===== config.mk =====
export PLATFORM = sky130hd
export DESIGN_NAME = wdog_steer
export DESIGN_NICKNAME = d
export VERILOG_FILES = /design/src/rtl/wdog_steer_pkg.sv /design/src/rtl/wdt_interval.sv /design/src/rtl/wdt_host_regs.sv /design/src/rtl/wdt_action.sv /design/src/rtl/wdog_steer.sv
export SDC_FILE = /design/constraint.sdc
export NUM_CORES = 1
export LEC_CHECK = 0
export ABC_CLOCK_PERIOD_IN_PS = 1650
export BUFFER_PORTS_ARGS = -buffer_cell sky130_fd_sc_hd__buf_2
export CORE_MARGIN = 1
export CORE_UTILIZATION = 43
export CTS_CLUSTER_DIAMETER = 50
export CTS_CLUSTER_SIZE = 10
export DETAILED_ROUTE_END_ITERATION = 8
export SYNTH_ARGS = -nofsm -noshare
export SYNTH_HDL_FRONTEND = slang
export SYNTH_SLANG_ARGS = --single-unit

===== constraint.sdc =====
create_clock -name clk -period 1.65 [get_ports clk]
set_input_delay 0.0825 -clock clk [delete_from_list [all_inputs] [get_ports clk]]
set_output_delay 0.0825 -clock clk [all_outputs]
set_load 0.05 [all_outputs]

===== src/rtl/wdog_steer_pkg.sv =====
package wdog_steer_pkg;

    localparam int DATA_W    = 8;
    localparam int MULT_W    = 5;
    localparam int RES_W     = 2;
    localparam int MAX_SHIFT = 2 * ((1 << RES_W) - 1);
    localparam int CNT_W     = MULT_W + MAX_SHIFT;
    localparam int SEL_W     = 2;
    localparam int FLAG_BIT  = 7;
    localparam int CTRL_BIT  = 6;

    typedef enum logic [SEL_W-1:0] {
        SEL_CFG    = 2'd0,
        SEL_STATUS = 2'd1,
        SEL_CTRL   = 2'd2,
        SEL_NONE   = 2'd3
    } reg_sel_e;

    typedef struct packed {
        logic              steer;
        logic [MULT_W-1:0] mult;
        logic [RES_W-1:0]  res;
    } wd_cfg_t;

    function automatic logic [CNT_W-1:0] interval_of(wd_cfg_t c);
        logic [CNT_W-1:0] m;
        m = CNT_W'(c.mult);
        return m << (2 * c.res);
    endfunction

endpackage


===== src/rtl/wdt_interval.sv =====
module wdt_interval
    import wdog_steer_pkg::*;
(
    input  logic             clk,
    input  logic             rst,
    input  logic             tick_i,
    input  logic             restart_i,
    input  logic [CNT_W-1:0] load_i,
    output logic             expire_o
);
    logic [CNT_W-1:0] cnt_q;
    logic             armed_q;

    always_ff @(posedge clk) begin
        if (rst) begin
            cnt_q    <= '0;
            armed_q  <= 1'b0;
            expire_o <= 1'b0;
        end else if (restart_i) begin
            cnt_q    <= load_i;
            armed_q  <= (load_i != '0);
            expire_o <= 1'b0;
        end else if (armed_q && tick_i) begin
            cnt_q <= cnt_q - 1'b1;
            if (cnt_q == CNT_W'(1)) begin
                armed_q  <= 1'b0;
                expire_o <= 1'b1;
            end else begin
                expire_o <= 1'b0;
            end
        end else begin
            expire_o <= 1'b0;
        end
    end
endmodule


===== src/rtl/wdt_host_regs.sv =====
module wdt_host_regs
    import wdog_steer_pkg::*;
(
    input  logic              clk,
    input  logic              rst,
    input  logic              wr_i,
    input  logic              rd_i,
    input  logic [SEL_W-1:0]  sel_i,
    input  logic [DATA_W-1:0] wdata_i,
    input  logic              expire_i,
    output logic [DATA_W-1:0] rdata_o,
    output logic              restart_o,
    output logic [CNT_W-1:0]  load_o,
    output logic              fire_o,
    output logic              steer_o,
    output logic [DATA_W-1:0] cfg_byte_o,
    output logic              flag_o,
    output logic              ctrl_o
);
    wd_cfg_t  cfg_q;
    logic     flag_q;
    logic     ctrl_q;
    reg_sel_e sel;
    logic     wr_cfg, rd_status, wr_ctrl;
    wd_cfg_t  next_cfg;
    logic [DATA_W-1:0] rd_mux;

    assign sel       = reg_sel_e'(sel_i);
    assign wr_cfg    = wr_i && (sel == SEL_CFG);
    assign wr_ctrl   = wr_i && (sel == SEL_CTRL);
    assign rd_status = rd_i && (sel == SEL_STATUS);
    assign restart_o = wr_cfg || rd_status;
    assign next_cfg  = wr_cfg ? wd_cfg_t'(wdata_i) : cfg_q;
    assign load_o    = interval_of(next_cfg);
    assign fire_o    = expire_i && !restart_o;
    assign steer_o   = cfg_q.steer;

    always_comb begin
        rd_mux = '0;
        unique case (sel)
            SEL_CFG:    rd_mux = DATA_W'(cfg_q);
            SEL_STATUS: rd_mux[FLAG_BIT] = flag_q;
            SEL_CTRL:   rd_mux[CTRL_BIT] = ctrl_q;
            SEL_NONE:   rd_mux = '1;
        endcase
    end

    always_ff @(posedge clk) begin
        if (rst) begin
            cfg_q   <= '0;
            flag_q  <= 1'b0;
            ctrl_q  <= 1'b0;
            rdata_o <= '0;
        end else begin
            if (rd_i) rdata_o <= rd_mux;
            if (wr_ctrl) ctrl_q <= wdata_i[CTRL_BIT];
            if (restart_o) begin
                cfg_q  <= next_cfg;
                flag_q <= 1'b0;
            end else if (fire_o) begin
                flag_q <= 1'b1;
                if (cfg_q.steer) begin
                    cfg_q  <= '0;
                    ctrl_q <= 1'b0;
                end
            end
        end
    end

    assign cfg_byte_o = DATA_W'(cfg_q);
    assign flag_o     = flag_q;
    assign ctrl_o     = ctrl_q;
endmodule


===== src/rtl/wdt_action.sv =====
module wdt_action (
    input  logic clk,
    input  logic rst,
    input  logic fire_i,
    input  logic steer_i,
    output logic irq_o,
    output logic reset_o
);
    always_ff @(posedge clk) begin
        if (rst) begin
            irq_o   <= 1'b0;
            reset_o <= 1'b0;
        end else begin
            irq_o   <= fire_i && !steer_i;
            reset_o <= fire_i &&  steer_i;
        end
    end
endmodule


===== src/rtl/wdog_steer.sv =====
module wdog_steer
    import wdog_steer_pkg::*;
(
    input  logic              clk,
    input  logic              rst,
    input  logic              tick_i,
    input  logic              reg_wr_i,
    input  logic              reg_rd_i,
    input  logic [SEL_W-1:0]  reg_sel_i,
    input  logic [DATA_W-1:0] wdata_i,
    output logic [DATA_W-1:0] rdata_o,
    output logic              irq_o,
    output logic              wd_reset_o
);
    logic             restart;
    logic [CNT_W-1:0] load_val;
    logic             expire;
    logic             fire;
    logic             steer;
    logic [DATA_W-1:0] cfg_byte;
    logic             flag_q;
    logic             ctrl_q;

    wdt_host_regs u_regs (
        .clk        (clk),
        .rst        (rst),
        .wr_i       (reg_wr_i),
        .rd_i       (reg_rd_i),
        .sel_i      (reg_sel_i),
        .wdata_i    (wdata_i),
        .expire_i   (expire),
        .rdata_o    (rdata_o),
        .restart_o  (restart),
        .load_o     (load_val),
        .fire_o     (fire),
        .steer_o    (steer),
        .cfg_byte_o (cfg_byte),
        .flag_o     (flag_q),
        .ctrl_o     (ctrl_q)
    );

    wdt_interval u_interval (
        .clk       (clk),
        .rst       (rst),
        .tick_i    (tick_i),
        .restart_i (restart),
        .load_i    (load_val),
        .expire_o  (expire)
    );

    wdt_action u_action (
        .clk     (clk),
        .rst     (rst),
        .fire_i  (fire),
        .steer_i (steer),
        .irq_o   (irq_o),
        .reset_o (wd_reset_o)
    );
endmodule


* Yosys cells after proc, flatten, opt, wreduce, memory -nomap -nowiden *
Cells that the tools add are included.

storage, ports and cells
  register bits = 33
  input bits = 15
  word-level logic and storage cells = 57

cells by class
  $add $sub $neg = 1
  eq/ne operators = 5
  shift-type cells = 1
  muxes and demuxes = 17
  bitwise gates (word level) = 1
  reduce and logical (&&, ||, !) cells = 21

operators with widths
  operator                                              count
  two-way mux 8 bit                                     3
  two-way mux 11 bit                                    2
  case mux 6 bit (2 select lines)                       1
  equality test 11 x 1 -> 1 bit, second input constant  1
  nonzero test 11 bit                                   1
  << shifter 5 x 3 -> 11 bit                            1
  subtractor 11 x 1 -> 11 bit, second input constant    1
  two-way mux 1 bit                                     8
  nonzero test 2 bit                                    4
  logical AND 1 bit                                     7
  two-way mux 7 bit                                     1
  case mux 1 bit (3 select lines)                       2
  AND reduction 2 bit                                   3
  equality test 2 bit, second input constant            2
  OR reduction 3 bit                                    1
  equality test 2 x 1 -> 1 bit, second input constant   1
  zero test 1 bit                                       2
  zero test 2 bit                                       1
  inequality test 2 bit, second input constant          1
  OR reduction 2 bit                                    1
  logical OR 1 bit                                      1
  NOT 1 bit                                             1

* Logic depth before layout (Yosys ltp) *
  depth in word-level cells = 7
  mapped depth = 8
  gate-level depth less buffers = 6

* Modules after synthesis *
A second synthesis with hierarchy kept.

second synthesis, totals
  cells, all modules = 236
  area, all modules = 2021.9 µm²

by module, submodules not included
  module         instances  cells an instance  area an instance (µm²)  sequential area each (µm²)
  wdt_host_regs  1          148                1236.2                  360.3
  wdt_interval   1          84                 724.4                   260.2
  wdt_action     1          4                  61.3                    40.0

* Worst setup path before layout *
No wires, ideal clock.

  path kind = flip-flop to flip-flop
  from = register u_interval.cnt_q[4]
  to = register u_interval.cnt_q[9]
  library setup time = 0.091 ns
  data arrival time = 1.708 ns
  path slack = -0.149 ns
  stages on the path, launching flop included = 6
  buffers on the path = 1
  cells stage by stage = dfxtp_1 > or4_1 > buf_2 > nor2_4 > or4b_1 > a311oi_1

between the ends
  cells in the longest elaborated chain, start to end = 3

ends and longest elaborated chain
  element                      RTL line            source
  start: declaration           wdt_interval.sv:11  logic [CNT_W-1:0] cnt_q;
  start signal: assignment     wdt_interval.sv:20  cnt_q <= load_i;
  start signal: assignment     wdt_interval.sv:24  cnt_q <= cnt_q - 1'b1;
  subtractor 11 x 1 -> 11 bit  wdt_interval.sv:24
  two-way mux 11 bit           wdt_interval.sv:23  end else if (armed_q && tick_i) begin
  two-way mux 11 bit           wdt_interval.sv:19  end else if (restart_i) begin

No other way between the ends. The select of a mux whose other input is x is not followed.
A chain may end at the register's enable or synchronous reset.

* Final worst setup path *
  from = register u_interval.cnt_q[7]
  to = register u_interval.cnt_q[9]

Same word-level chain as after synthesis.

==> results.cfg <==
[logic_synthesis]
yosys-top-cells-area = dfxtp_1, nor2_1, mux2i_1
synth_cell_types = 45
netlist_instances = 230
mappedNetlistArea_um2 = 1850
ys_warn_count = 0
synth_top_area_share_pct = 35.6
yosysSeqAreaShare_pct = 35.6
postSynthAreaPerCell_um2 = 8.06
yosys.area.top_type = dfxtp_1
syn_nets = 253
ys_async_sr_fraction_pct = 0
synthFlopType = dfxtp_1
synth-edff-count = 0
ys_ff_latch = 33

[sta]
slew_violations = 0
skew_ns = 0.00303
relSlewSlack_pct = 70.9
worst_slack_ns = -0.113
rsz0062_at_grt = true
finalCriticalPeriod_ns = 1.76
hold_viol = 0
fmax_mhz = 567
worst_slew_pin_slew_ns = 0.436
timing.final.crit_share_pct = 107
setup_viol = 4

[power_and_ir_drop]
internal-power_w = 0.00153
combPwrFrac_pct = 21.7
p_leak_nw = 0.997
netSwitchingPower_w = 0.000573
finalPower_w = 0.00210
seqPwrFrac_pct = 40.9
p_clk_share_pct = 37.4
p_per_area_nw_per_um2 = 883
p_sw_share_pct = 27.3
irDropWorstVdd_mv = 0.572

[clock_network]
clk_latency_ns = 0.28
h-tree-depth = 2
clk_pin_slew_worst_paths_ns = 0.07
cts_tree = built
cts_made_buffers = 5
clockBufferDepth = 2
clock-root-buffer = clkbuf_8
cts_sinks = 33

[cells_and_area]
drive_above_1_share_pct = 26.0
fin_util_pct = 58.7
fillers = 371
finalNetCount = 303
multiInputGateArea_um2 = 1140
synthToLayoutAreaGrowth_pct = 28.5
diodes = 0
seq_area_um2 = 663

[drt]
num_vias = 1926
ant_nets = 0
wire_per_inst_um = 15.6
vias_per_cell = 5.82
drtIter0Drc = 108
postRouteWirelength_um = 5170
first_pass_iters = 5
route.detailed.drc = 0

[floorplanning]
rows = 23
start_util_pct = 45.7
die_area_um2 = 4580
die_x_um = 67.7
die_h_um = 67.7
coreArea_um2 = 4060
io_pins = 25

[placement]
dpl.hpwl_um = 3820
gp_congestion = 0.803
io_buffers = 24

[global_routing]
grt_max_degree = 18
grt_first_pass_wirelength_um = 8540
antenna_found_initial = 0
first_global_vias = 1806
grt_util_all_layers_pct = 25.3
gr-total-overflow = 0

[worst_setup_path]
arrival_ns = 1.96
setup.worst_path.class = reg -> reg
cpPeakStageDelay_ns = 0.55
crit_required_ns = 1.85
r2r-start = u_interval.cnt_q[7]
crit_chain = or4_4 > nor2_4 > or4b_1 > a311oi_1
crit_fanout = 2
worstSetupEndpoint = u_interval.cnt_q[9]
r2r_cells = 4
critPathCaptureType = flip-flop
crit_cells = 4
crit_slowest_cell = or4_4
rrSetupSlack_ns = -0.11
cp-start-kind = flip-flop
path_delay_family = simple AND/OR/NAND/NOR gates
r2r-end = u_interval.cnt_q[9]
setup.worst_path.start = u_interval.cnt_q[7]
cp_num_buf_inv = 0

[worst_hold_path]
hp-class = in -> reg

[run_status]
violations = setup timing
status = complete, but fails checks

[flow_run]
cap_violations = 0
-- worst reg2reg max path, stage by stage (launching register included) --
cell      delay [ns]
dfxtp_2         0.33
or4_4           0.55
nor2_4          0.12
or4b_1          0.43
a311oi_1        0.25
-- state kept, by name (all words and copies together) (netlist names) --
| register | cells |
|---|---|
| u_interval.cnt_q | 11 |
| u_action.irq_o | 1 |
| u_interval.expire_o | 1 |
| u_regs.rdata_o | 8 |
| u_regs.ctrl_o | 1 |
| u_regs.flag_o | 1 |
| u_regs.steer_o | 1 |
| u_interval.armed_q | 1 |
| u_action.reset_o | 1 |
| u_regs.cfg_byte_o | 7 |
-- repair_timing --
action	4_1_cts	5_1_grt
endpoints found under the setup margin	2	5
pin swaps	5	1
resized for setup	4	4
buffers inserted	1	0
hold buffers	0	0
-- synthesized netlist by cell type, types with 3 or more instances --
cell type	n
nand3_1	3
ha_1	8
nand2b_1	4
a211oi_1	4
dfxtp_1	33
clkbuf_1	13
a21oi_1	21
or3_1	3
o21a_1	3
nor3_1	11
o21ai_0	7
nand2_1	14
nor2_1	35
a31oi_1	5
inv_1	5
mux2i_1	11
a22oi_1	10
-- power groups by stage --
stage	sequential [W]	clock [W]	combinational, W
2_1_floorplan	0.000892	0	0.000237
3_3_place_gp	0.000875	0	0.000410
3_5_place_dp	0.000875	0	0.000413
4_1_cts	0.000857	0.000813	0.000432
5_1_grt	0.000864	0.000846	0.000501
6_report	0.000860	0.000786	0.000457
-- per-stage QoR --
step / TNS, ns / cells / instance area [µm²] / hold slack, ns / worst slack, ns
floorplan: -0.141 / 230 / 1860 / 0.166 / -0.141
global placement: -0.139 / 322 / 2230 / 0.388 / -0.0894
detailed placement: -0.285 / 322 / 2230 / 0.395 / -0.144
CTS: -0.226 / 331 / 2360 / 0.0851 / -0.116
global route: -0.517 / 331 / 2380 / 0.118 / -0.181
finish: -0.296 / 331 / 2380 / 0.0900 / -0.113
-- cell usage in the layout, fill, tap and decap left out, drive strengths merged, types with 8 or more instances in the layout --
cell type	instances
nor3	11
a21oi	21
ha	8
nand2	14
nor2	36
mux2i	11
dfxtp	33
a22oi	10
buf	58
-- how the worst min path moves through the flow --
| stage | start | to | slack [ns] | cells past startpoint |
|---|---|---|---|---|
| 2_1_floorplan | rst | u_regs.steer_o | 0.17 | 1 |
| 3_3_place_gp | wdata_i[7] | u_regs.steer_o | 0.39 | 3 |
| 3_5_place_dp | wdata_i[7] | u_regs.steer_o | 0.40 | 3 |
| 4_1_cts | wdata_i[7] | u_regs.steer_o | 0.09 | 3 |
| 5_1_grt | wdata_i[4] | u_regs.cfg_byte_o[4] | 0.12 | 3 |
| 6_report | wdata_i[7] | u_regs.steer_o | 0.09 | 3 |
-- layer usage --
layer	vias to the layer above	share of wire [%]	GRT usage (%)
met3	15	7.4	5.91
met4	0	2.5	10.4
met2	69	43	38.6
met1	895	47	33.9
met5	-	0	0
li1	947	-	-
-- final cells by class --
cell class / count / area share [%]
Tap cell: 50 / 2.63
Inverter: 6 / 0.945
Timing Repair Buffer: 58 / 15.9
Clock inverter: 1 / 1.26
Sequential cell: 33 / 27.8
Multi-Input combinational cell: 176 / 47.8
Clock buffer: 7 / 3.62
-- cells by family (layout without fill, tap and decap cells) --
| kind of cell | count (synthesis) | count (layout) | synth area share [%] |
|---|---|---|---|
| compound gates | 67 | 67 | 24.0 |
| simple gates | 88 | 88 | 23.8 |
| flops | 33 | 33 | 35.6 |
| fa+ha+maj | 8 | 8 | 5.40 |
| buf+inv | 21 | 72 | 4.39 |
| mux | 11 | 11 | 5.94 |
| xor+xnor | 2 | 2 | 0.945 |
No activity file was read; power rests on OpenSTA's default activity.
